## src/rtl/cfgbank_pkg.sv

```systemverilog
// Package for the serial configuration register bank.
// Holds the frame geometry, the register index map, the per-register
// write masks and a function that builds a reset image from the
// divider ratios and the clock configuration nibble.
// Assumes one byte per register and a 7-bit register index.
package cfgbank_pkg;

    localparam int ADDR_W     = 8;
    localparam int DATA_W     = 8;
    localparam int IDX_W      = ADDR_W - 1;
    localparam int FRAME_BITS = ADDR_W + DATA_W;
    localparam int CNT_W      = $clog2(FRAME_BITS);
    localparam int DSEL_W     = $clog2(DATA_W);
    localparam int NREG       = 8;
    localparam int IMG_W      = NREG * DATA_W;
    localparam int N_W        = 12;
    localparam int R_W        = 6;
    localparam int DIV_SLOTS  = 3;
    localparam int DIV_W      = DIV_SLOTS * DATA_W;

    // Slot positions inside the register image
    localparam int SLOT_NHI  = 0;
    localparam int SLOT_NLO  = 1;
    localparam int SLOT_RDIV = 2;
    localparam int SLOT_CLK  = 3;
    localparam int SLOT_TEST = 4;
    localparam int SLOT_ENBL = 5;
    localparam int SLOT_TRIM = 6;
    localparam int SLOT_RXCH = 7;

    // Strap-independent reset values
    localparam logic [DATA_W-1:0] DFLT_TEST = 8'h00;
    localparam logic [DATA_W-1:0] DFLT_ENBL = 8'hBF;
    localparam logic [DATA_W-1:0] DFLT_TRIM = 8'h1B;
    localparam logic [DATA_W-1:0] DFLT_RXCH = 8'h00;

    typedef struct packed {
        logic       clk_src_vco;
        logic       slow_slew;
        logic       xclk_buf_en;
        logic       rclk_buf_en;
        logic       ifbuf_en;
        logic       vco_en;
        logic       pll_en;
        logic       rfamp_en;
        logic       mixer_en;
        logic       ifchain_en;
        logic       agc_en;
        logic       rx_master_en;
        logic       rx_force_on;
        logic [1:0] cp_code;
        logic [2:0] lf_code;
    } cfg_fields_t;

    // Register index for each slot
    function automatic logic [IDX_W-1:0] slot_index(input int k);
        case (k)
            SLOT_NHI:  return 7'h40;
            SLOT_NLO:  return 7'h41;
            SLOT_RDIV: return 7'h42;
            SLOT_CLK:  return 7'h43;
            SLOT_TEST: return 7'h50;
            SLOT_ENBL: return 7'h51;
            SLOT_TRIM: return 7'h52;
            default:   return 7'h60;
        endcase
    endfunction

    // Implemented bits for each slot
    function automatic logic [DATA_W-1:0] slot_mask(input int k);
        case (k)
            SLOT_NHI:  return 8'h0F;
            SLOT_NLO:  return 8'hFF;
            SLOT_RDIV: return 8'h3F;
            SLOT_CLK:  return 8'h0F;
            SLOT_TEST: return 8'h02;
            SLOT_ENBL: return 8'hBF;
            SLOT_TRIM: return 8'h1F;
            default:   return 8'h01;
        endcase
    endfunction

    // Build a full reset image from ratios and clock nibble
    function automatic logic [IMG_W-1:0] build_image(input int n, input int r,
                                                     input logic [3:0] clk);
        logic [IMG_W-1:0] v;
        v = '0;
        v[SLOT_NHI*DATA_W  +: DATA_W] = DATA_W'((n >> 8) & 15);
        v[SLOT_NLO*DATA_W  +: DATA_W] = DATA_W'(n & 255);
        v[SLOT_RDIV*DATA_W +: DATA_W] = DATA_W'(r & 63);
        v[SLOT_CLK*DATA_W  +: DATA_W] = {4'b0000, clk};
        v[SLOT_TEST*DATA_W +: DATA_W] = DFLT_TEST;
        v[SLOT_ENBL*DATA_W +: DATA_W] = DFLT_ENBL;
        v[SLOT_TRIM*DATA_W +: DATA_W] = DFLT_TRIM;
        v[SLOT_RXCH*DATA_W +: DATA_W] = DFLT_RXCH;
        return v;
    endfunction

    // Divider word {nhi, nlo, rdiv} taken from an image
    function automatic logic [DIV_W-1:0] div_of_image(input logic [IMG_W-1:0] v);
        return {v[SLOT_NHI*DATA_W +: DATA_W], v[SLOT_NLO*DATA_W +: DATA_W],
                v[SLOT_RDIV*DATA_W +: DATA_W]};
    endfunction

endpackage

```

## src/rtl/spi_frame_shifter.sv

```systemverilog
// Serial frame engine.
// Counts bits, assembles the address and the full frame, announces the
// end of the address phase and the end of the frame, and streams read
// data back MSB first on falling clock edges.
// Assumes the bit counter is cleared asynchronously by cs_n high, so a
// frame cut short simply never reaches its last bit.
module spi_frame_shifter
    import cfgbank_pkg::*;
(
    input  logic                  sclk,
    input  logic                  rst_n,
    input  logic                  cs_n,
    input  logic                  sdi,
    input  logic [DATA_W-1:0]     rd_byte,
    output logic [ADDR_W-1:0]     addr_byte,
    output logic                  frame_done,
    output logic [FRAME_BITS-1:0] frame_word,
    output logic                  sdo
);

    logic [CNT_W-1:0]      bit_cnt;
    logic [FRAME_BITS-2:0] shreg;
    logic [DATA_W-1:0]     rd_q;
    logic                  rd_act;
    logic                  sdo_q;
    logic                  addr_done;
    logic [CNT_W-1:0]      bit_sel;

    // Bit position counter, cleared whenever the frame select is idle
    always_ff @(posedge sclk or posedge cs_n) begin
        if (cs_n)        bit_cnt <= '0;
        else if (!rst_n) bit_cnt <= '0;
        else             bit_cnt <= bit_cnt + 1'b1;
    end

    // Serial-in shift register holding the bits received so far
    always_ff @(posedge sclk) begin
        if (!rst_n) shreg <= '0;
        else        shreg <= {shreg[FRAME_BITS-3:0], sdi};
    end

    assign addr_byte  = {shreg[ADDR_W-2:0], sdi};
    assign frame_word = {shreg, sdi};
    assign addr_done  = rst_n && (bit_cnt == CNT_W'(ADDR_W - 1));
    assign frame_done = rst_n && (bit_cnt == CNT_W'(FRAME_BITS - 1));

    // Capture read data and the direction once the address is complete
    always_ff @(posedge sclk) begin
        if (!rst_n) begin
            rd_q   <= '0;
            rd_act <= 1'b0;
        end else if (addr_done) begin
            rd_q   <= rd_byte;
            rd_act <= !addr_byte[ADDR_W-1];
        end
    end

    assign bit_sel = CNT_W'(FRAME_BITS - 1) - bit_cnt;

    // Launch one read bit per falling edge during the data phase
    always_ff @(negedge sclk or posedge cs_n) begin
        if (cs_n)
            sdo_q <= 1'b0;
        else if (!rst_n)
            sdo_q <= 1'b0;
        else if (rd_act && (bit_cnt >= CNT_W'(ADDR_W)))
            sdo_q <= rd_q[bit_sel[DSEL_W-1:0]];
        else
            sdo_q <= 1'b0;
    end

    assign sdo = sdo_q;

    AST_SDO_QUIET_ADDR: assert property (@(posedge sclk) disable iff (cs_n || !rst_n)
        (bit_cnt < CNT_W'(ADDR_W)) |-> (sdo == 1'b0));

    AST_FRAME_WRAP: assert property (@(posedge sclk) disable iff (cs_n || !rst_n)
        frame_done |=> (bit_cnt == '0));

endmodule

```

## src/rtl/cfg_regfile.sv

```systemverilog
// Configuration register storage.
// Decodes completed write frames against the index map, masks data to
// the implemented bits, reloads the strap-selected reset image on a
// synchronous load pulse, serves the read mux and exposes the decoded
// field outputs and the divider staging values.
// Assumes writes arrive only as the single-cycle frame_done strobe.
module cfg_regfile
    import cfgbank_pkg::*;
#(
    parameter logic [IMG_W-1:0] IMG_A = '0,
    parameter logic [IMG_W-1:0] IMG_B = '0
) (
    input  logic                  sclk,
    input  logic                  rst_n,
    input  logic                  strap_mode,
    input  logic                  frame_done,
    input  logic [FRAME_BITS-1:0] frame_word,
    input  logic [IDX_W-1:0]      rd_idx,
    output logic [DATA_W-1:0]     rd_data,
    output logic                  commit,
    output logic [DIV_W-1:0]      stage_d,
    output logic [DIV_W-1:0]      stage_q,
    output cfg_fields_t           fields
);

    logic                  wr_en;
    logic [IDX_W-1:0]      wr_idx;
    logic [DATA_W-1:0]     wdata;
    logic [NREG-1:0]       hit;
    logic [DATA_W-1:0]     q [NREG];
    logic [DATA_W-1:0]     d [NREG];
    logic [IMG_W-1:0]      bank_flat;

    assign wr_en  = frame_done && frame_word[FRAME_BITS-1];
    assign wr_idx = frame_word[FRAME_BITS-2:DATA_W];
    assign wdata  = frame_word[DATA_W-1:0];

    for (genvar k = 0; k < NREG; k++) begin : g_slot
        assign hit[k] = wr_en && (wr_idx == slot_index(k));
        assign d[k]   = hit[k] ? (wdata & slot_mask(k)) : q[k];

        // One register slot: reset image load or masked write
        always_ff @(posedge sclk) begin
            if (!rst_n)
                q[k] <= strap_mode ? IMG_B[k*DATA_W +: DATA_W]
                                   : IMG_A[k*DATA_W +: DATA_W];
            else
                q[k] <= d[k];
        end

        assign bank_flat[k*DATA_W +: DATA_W] = q[k];
    end

    // Read mux: unmapped indices return zero
    always_comb begin
        rd_data = '0;
        for (int k = 0; k < NREG; k++)
            if (rd_idx == slot_index(k)) rd_data = q[k];
    end

    assign commit  = hit[SLOT_RDIV];
    assign stage_d = {d[SLOT_NHI], d[SLOT_NLO], d[SLOT_RDIV]};
    assign stage_q = {q[SLOT_NHI], q[SLOT_NLO], q[SLOT_RDIV]};

    // Field decode from the stored images
    always_comb begin
        fields.clk_src_vco  = q[SLOT_CLK][0];
        fields.slow_slew    = q[SLOT_CLK][1];
        fields.xclk_buf_en  = q[SLOT_CLK][2];
        fields.rclk_buf_en  = q[SLOT_CLK][3];
        fields.ifbuf_en     = q[SLOT_TEST][1];
        fields.vco_en       = q[SLOT_ENBL][0];
        fields.pll_en       = q[SLOT_ENBL][1];
        fields.rfamp_en     = q[SLOT_ENBL][2];
        fields.mixer_en     = q[SLOT_ENBL][3];
        fields.ifchain_en   = q[SLOT_ENBL][4];
        fields.agc_en       = q[SLOT_ENBL][5];
        fields.rx_master_en = q[SLOT_ENBL][7];
        fields.rx_force_on  = q[SLOT_RXCH][0];
        fields.cp_code      = q[SLOT_TRIM][1:0];
        fields.lf_code      = q[SLOT_TRIM][4:2];
    end

    AST_READ_NO_WRITE: assert property (@(posedge sclk) disable iff (!rst_n)
        !wr_en |=> $stable(bank_flat));

    AST_UNMAPPED_IGNORED: assert property (@(posedge sclk) disable iff (!rst_n)
        (wr_en && (hit == '0)) |=> $stable(bank_flat));

endmodule

```

## src/rtl/div_publisher.sv

```systemverilog
// Divider word publisher.
// Holds the 24-bit divider image seen by the synthesizer and replaces
// it in one step from the staging values when the reference divider
// register is written.
// Assumes commit is a single-cycle strobe aligned with the register write.
module div_publisher
    import cfgbank_pkg::*;
(
    input  logic             sclk,
    input  logic             rst_n,
    input  logic [DIV_W-1:0] dflt,
    input  logic             commit,
    input  logic [DIV_W-1:0] stage_d,
    input  logic [DIV_W-1:0] stage_q,
    output logic [DIV_W-1:0] pub
);

    // Published word: reset image or whole staged triple
    always_ff @(posedge sclk) begin
        if (!rst_n)      pub <= dflt;
        else if (commit) pub <= stage_d;
    end

    AST_PUB_HOLD: assert property (@(posedge sclk) disable iff (!rst_n)
        !commit |=> $stable(pub));

    AST_PUB_MATCH_STAGE: assert property (@(posedge sclk) disable iff (!rst_n)
        commit |=> (pub == stage_q));

endmodule

```

## src/rtl/spi_cfg_bank.sv

```systemverilog
// Serial configuration register bank, top level.
// Connects the frame engine, the register storage and the divider
// publisher, and derives the ratio and charge-pump step outputs.
// Assumes all state lives in the serial clock domain and that rst_n is
// a synchronous load pulse from the reset sequencer.
module spi_cfg_bank
    import cfgbank_pkg::*;
#(
    parameter int         N_DFLT_A   = 96,
    parameter int         R_DFLT_A   = 1,
    parameter logic [3:0] CLK_DFLT_A = 4'b1010,
    parameter int         N_DFLT_B   = 1555,
    parameter int         R_DFLT_B   = 19,
    parameter logic [3:0] CLK_DFLT_B = 4'b1111
) (
    input  logic           sclk,
    input  logic           rst_n,
    input  logic           strap_mode,
    input  logic           cs_n,
    input  logic           sdi,
    output logic           sdo,
    output logic [23:0]    div_word,
    output logic [11:0]    n_ratio,
    output logic [5:0]     r_ratio,
    output logic           clk_src_vco,
    output logic           slow_slew,
    output logic           xclk_buf_en,
    output logic           rclk_buf_en,
    output logic           ifbuf_en,
    output logic           vco_en,
    output logic           pll_en,
    output logic           rfamp_en,
    output logic           mixer_en,
    output logic           ifchain_en,
    output logic           agc_en,
    output logic           rx_master_en,
    output logic           rx_force_on,
    output logic [1:0]     cp_code,
    output logic [2:0]     cp_steps,
    output logic [2:0]     lf_code
);

    localparam logic [IMG_W-1:0] IMG_A = build_image(N_DFLT_A, R_DFLT_A, CLK_DFLT_A);
    localparam logic [IMG_W-1:0] IMG_B = build_image(N_DFLT_B, R_DFLT_B, CLK_DFLT_B);
    localparam logic [DIV_W-1:0] DIV_A = div_of_image(IMG_A);
    localparam logic [DIV_W-1:0] DIV_B = div_of_image(IMG_B);

    logic [ADDR_W-1:0]     addr_byte;
    logic                  frame_done;
    logic [FRAME_BITS-1:0] frame_word;
    logic [DATA_W-1:0]     rd_data;
    logic                  commit;
    logic [DIV_W-1:0]      stage_d;
    logic [DIV_W-1:0]      stage_q;
    logic [DIV_W-1:0]      pub;
    cfg_fields_t           fields;

    spi_frame_shifter u_shifter (
        .sclk       (sclk),
        .rst_n      (rst_n),
        .cs_n       (cs_n),
        .sdi        (sdi),
        .rd_byte    (rd_data),
        .addr_byte  (addr_byte),
        .frame_done (frame_done),
        .frame_word (frame_word),
        .sdo        (sdo)
    );

    cfg_regfile #(
        .IMG_A (IMG_A),
        .IMG_B (IMG_B)
    ) u_regs (
        .sclk       (sclk),
        .rst_n      (rst_n),
        .strap_mode (strap_mode),
        .frame_done (frame_done),
        .frame_word (frame_word),
        .rd_idx     (addr_byte[IDX_W-1:0]),
        .rd_data    (rd_data),
        .commit     (commit),
        .stage_d    (stage_d),
        .stage_q    (stage_q),
        .fields     (fields)
    );

    div_publisher u_pub (
        .sclk    (sclk),
        .rst_n   (rst_n),
        .dflt    (strap_mode ? DIV_B : DIV_A),
        .commit  (commit),
        .stage_d (stage_d),
        .stage_q (stage_q),
        .pub     (pub)
    );

    assign div_word = pub;
    assign n_ratio  = {pub[2*DATA_W +: N_W-DATA_W], pub[DATA_W +: DATA_W]};
    assign r_ratio  = pub[R_W-1:0];

    assign clk_src_vco  = fields.clk_src_vco;
    assign slow_slew    = fields.slow_slew;
    assign xclk_buf_en  = fields.xclk_buf_en;
    assign rclk_buf_en  = fields.rclk_buf_en;
    assign ifbuf_en     = fields.ifbuf_en;
    assign vco_en       = fields.vco_en;
    assign pll_en       = fields.pll_en;
    assign rfamp_en     = fields.rfamp_en;
    assign mixer_en     = fields.mixer_en;
    assign ifchain_en   = fields.ifchain_en;
    assign agc_en       = fields.agc_en;
    assign rx_master_en = fields.rx_master_en;
    assign rx_force_on  = fields.rx_force_on;
    assign cp_code      = fields.cp_code;
    assign lf_code      = fields.lf_code;
    assign cp_steps     = {1'b0, fields.cp_code} + 3'd1;

    AST_STEPS_RANGE: assert property (@(posedge sclk) disable iff (!rst_n)
        (cp_steps >= 3'd1) && (cp_steps <= 3'd4));

endmodule

```

## config.mk

```make
export PLATFORM = sky130hd
export DESIGN_NAME = spi_cfg_bank
export DESIGN_NICKNAME = d
export VERILOG_FILES = /design/src/rtl/cfgbank_pkg.sv /design/src/rtl/spi_frame_shifter.sv /design/src/rtl/cfg_regfile.sv /design/src/rtl/div_publisher.sv /design/src/rtl/spi_cfg_bank.sv
export SDC_FILE = /design/constraint.sdc
export NUM_CORES = 1
export LEC_CHECK = 0
export BUFFER_PORTS_ARGS = -buffer_cell sky130_fd_sc_hd__buf_2
export CAP_MARGIN = 40
export CORE_MARGIN = 8
export CORE_UTILIZATION = 30
export DETAILED_ROUTE_END_ITERATION = 10
export GPL_ROUTABILITY_DRIVEN = 0
export PLACE_DENSITY = 0.47
export SLEW_MARGIN = 20
export SYNTH_ARGS = -nofsm -noshare
export SYNTH_HDL_FRONTEND = slang
export SYNTH_SLANG_ARGS = --single-unit
```

## constraint.sdc

```tcl
create_clock -name sclk -period 4.4 [get_ports sclk]
set_clock_uncertainty 0.15 [all_clocks]
set_input_delay 0.22 -clock sclk [delete_from_list [all_inputs] [get_ports sclk]]
set_output_delay 0.22 -clock sclk [all_outputs]
set_load 0.05 [all_outputs]
```

# Word level (Yosys, flattened, before mapping)
# Memories as Yosys holds them, arrays and structs flattened.
# Index checks and enable logic that the tools add are counted.
# word_totals
register_bits	53
in_bits	5
mem_count	1
ram_bits	64
# memory_table
memory	words	word_bits	rd	rd_ports_with_merged_regs	wr	line	source
u_regs.q	8	8	8	0	8	cfg_regfile.sv:30	logic [DATA_W-1:0] q [NREG];
# classes
n_eq_ne	19
add_sub_neg	3
n_reduce_logical	13
n_mux	38
magnitude_cmp	2
bitwise	8
# op_table
operator	count
$mux 8	24
$eq 7x7->1 const B	16
$mux 24	2
$mux 19	1
$logic_and 1x1->1	12
$or 1x1->1	8
$mux 7	1
$mux 3	2
$mux 1	5
$mux 5	1
$add 4x1->4 const B	1
$eq 4x3->1 const B	1
$eq 4x4->1 const B	1
$ge 4x4->1 const B	1
$lt 3x4->1 const B	1
$mux 4	1
$add 2x1->3 const B	1
$bmux 1 s3	1
$sub 3x3->3 const A	1
$ne 2x1->1 const B	1
$logic_not 1->1	1

# Longest topological paths before layout
# depth
word_depth	9
depth_mapped	7
depth_no_buf	5

# By module
# From an unflattened synthesis, not the netlist that was laid out.
# unflattened
hier_cells	406
area_unflattened_um2	4660.7
# by_module_without_submodules
mod	instances	cells_each	area_each_um2	seq_area_each_um2
cfg_regfile	1	231	2293.4	860.8
div_publisher	1	52	1119.8	720.7
spi_frame_shifter	1	100	1084.8	605.6
spi_cfg_bank	1	23	162.7	0.0

==> results.yml <==
grt:
  grt_overflow: 0
  grt_pass1_wl_um: 16400
  grtUsageTotal_pct: 11.8
  grt_max_degree: 58
  grt_pass1_vias: 2875
  antenna_found_initial: 0
clocking:
  clock_latency_ps: 350
  htree_num_levels: 3
  hold_buffers: 1
  root_buffer: "clkbuf_16"
  cts_inserted_buffers: 9
  post_cts_buffers: 0
  cts_sinks: 95
  tritoncts: "done"
  cts_resized: 0
  cts_buffer_depth: 2
  clk_pin_slew_ps: 70
drt:
  vias: 2821
  drtIter0Drc: 173
  first_pass_iters: 4
  antenna_left: 0
  drcViolationCount: 0
  vias_per_cell: 4.80
  wirelength_um: 10200
  wire_per_inst_um: 17.3
synth:
  yosys-top-cells-count: "dfxtp_1, mux2i_1, nand2_1, edfxtp_1, nor2_1"
  yosysSeqAreaShare_pct: 54.0
  synth_top_area_share_pct: 31.7
  synth.largest_area_cell: "dfxtp_1"
  avgSynthCellArea_sq_um: 11.1
  yosysWarningCount: 0
  synthMostInstantiatedCell: "dfxtp_1"
  yosys-top-cells-area: "dfxtp_1, edfxtp_1, mux2i_1"
  ys_ff_latch: 95
  synth_area_sq_mm: 0.00405
  synth-main-ff-cell: "dfxtp_1"
  synthCells: 364
  synthesis.nets: 371
  synth_cell_type_count: 59
  synth_edf_count: 26
  async_flop_share_pct: 5.26
pwr:
  switchingPower_uw: 489
  swShare_pct: 24.3
  p_total_mw: 2.01
  power_frac_comb_pct: 8.7
  p_int_mw: 1.52
  p_seq_share_pct: 46.8
  power.density_mw_per_mm2: 424
  pwr-share-clk_pct: 44.5
  peakVddDrop_v: 0.000187
  p_leak_nw: 1.93
final_layout:
  syn_to_final_growth_pct: 17.3
  nets: 414
  utilization_pct: 36.0
  fin_area_sq_mm: 0.00475
  diodes: 0
  fillCellCount: 1313
  stdcell_count: 588
  drive_above_1_share_pct: 25.7
floorplan:
  dieHeight_um: 132
  dieArea_sq_mm: 0.0175
  num_io_pins: 69
  std_cell_rows: 42
  start_util_pct: 30.7
  fp.dieW_um: 132
  core_area_sq_mm: 0.0132
min_path:
  holdPathStages: 3
  hold_path_class: "in2reg"
worst_setup_path:
  r2r_setup_slack_ps: 710
  crit_path_end_kind: "flip-flop"
  start_kind: "flip-flop"
  crit_type: "reg2reg"
  cp.required_ps: 2240
  critical_path_arrival_ps: 1530
  cp_max_fo: 5
  r2r_cells: 3
sta:
  hold_violations: 0
  whs_ps: 77.2
  tightest_slew_ps: 765
  drv_slew: 0
  maxSlewHeadroom_pct: 48.9
  worst_slack_ps: 712
  fin_setup_tns_ps: 0
  setup_viol: 0
  rsz0062_at_grt: "no"
outcome:
  status: "completed"
place:
  dpl.cell_count: 570
  dpl-instance-area_sq_mm: 0.00438
  hpwlAfterDp_um: 7310
  port_buffers: 68
  place_ws_ps: 702
flow_run:
  max-cap-violations: 0
-- routing by layer --
| layer | track usage (%) | wire (um) | share of wire (%) | vias up |
|---|---|---|---|---|
| met5 | 0 | 0 | 0 | - |
| met4 | 5.68 | 218 | 2.1 | 0 |
| met1 | 16.0 | 5110 | 50 | 1352 |
| met3 | 2.90 | 472 | 4.6 | 12 |
| met2 | 17.2 | 4370 | 43 | 71 |
| li1 | - | - | - | 1386 |
-- sequential cells by signal, indices dropped and copies added, names as in the netlist --
name,flops
u_pub.pub,24
u_shifter.rd_act,1
u_shifter.sdo,1
u_shifter.bit_cnt,4
u_shifter.shreg,15
u_shifter.rd_q,8
u_regs.q,42
-- cell families (layout without fill, tap and decap cells) --
logic type               Yosys count  after routing  share of synthesized area (%)
AO/OA/AOI/OAI                     58             58                           9.83
XOR/XNOR                           2              2                          0.433
adder cells (fa/ha/maj)            2              2                          0.618
buffers and inverters             46             94                           6.86
flip-flops                        95             95                           54.0
multiplexers                      37             37                           9.77
AND/OR/NAND/NOR                  124            124                           18.5
-- power by group through the flow --
stage          Sequential, mW  Clock (mW)  Combinational, mW
6_report                0.942       0.894              0.175
5_1_grt                 0.946       0.945              0.185
4_1_cts                 0.943       0.913              0.175
3_5_place_dp            0.962           0              0.174
3_3_place_gp            0.961           0              0.173
2_1_floorplan            1.00           0              0.101
-- layout by cell type (no fill, tap or decap), types with 7 or more instances in the layout --
master / synthesis / layout
buf_2: 7 / 68
dfxtp_1: 64 / 64
mux2i_1: 35 / 35
nand2_1: 28 / 28
edfxtp_1: 26 / 26
nor2_1: 23 / 23
and2_1: 17 / 17
a21oi_1: 14 / 14
o21ai_0: 13 / 13
nand3_1: 9 / 9
clkbuf_16: 0 / 9
and3_1: 7 / 7
-- layout make-up --
type	count	area, sq um	share of cell area (%)
clock inverters	7	119	2.50
flip-flops and latches	95	2190	46.1
repair buffers	73	395	8.33
well taps	176	220	4.64
clock buffers	9	225	4.74
multi-input cells	223	1580	33.3
inverters	5	18.8	0.395
-- critical path: stages (launching register included) --
cell and delay [ps]:
dfrtp_1 450, mux4_2 520, mux2i_1 150, nor2_1 70
-- worst paths after layout --
path,startpoint,to
worst max register to register,u_shifter.bit_cnt[0]$_DFF_PP0_,u_shifter.sdo$_DFF_NP0_
max in group asynchronous,cs_n,u_shifter.sdo$_DFF_NP0_
worst max-delay path,u_shifter.bit_cnt[0]$_DFF_PP0_,u_shifter.sdo$_DFF_NP0_
worst min-delay path,strap_mode,u_regs.q[0][24]$_DFFE_PP_
min in group asynchronous,cs_n,u_shifter.bit_cnt[1]$_DFF_PP0_
worst min register to register,u_shifter.rd_q[6]$_SDFFE_PN0P_,u_shifter.rd_q[6]$_SDFFE_PN0P_
No activity file was read; power rests on OpenSTA's default activity.
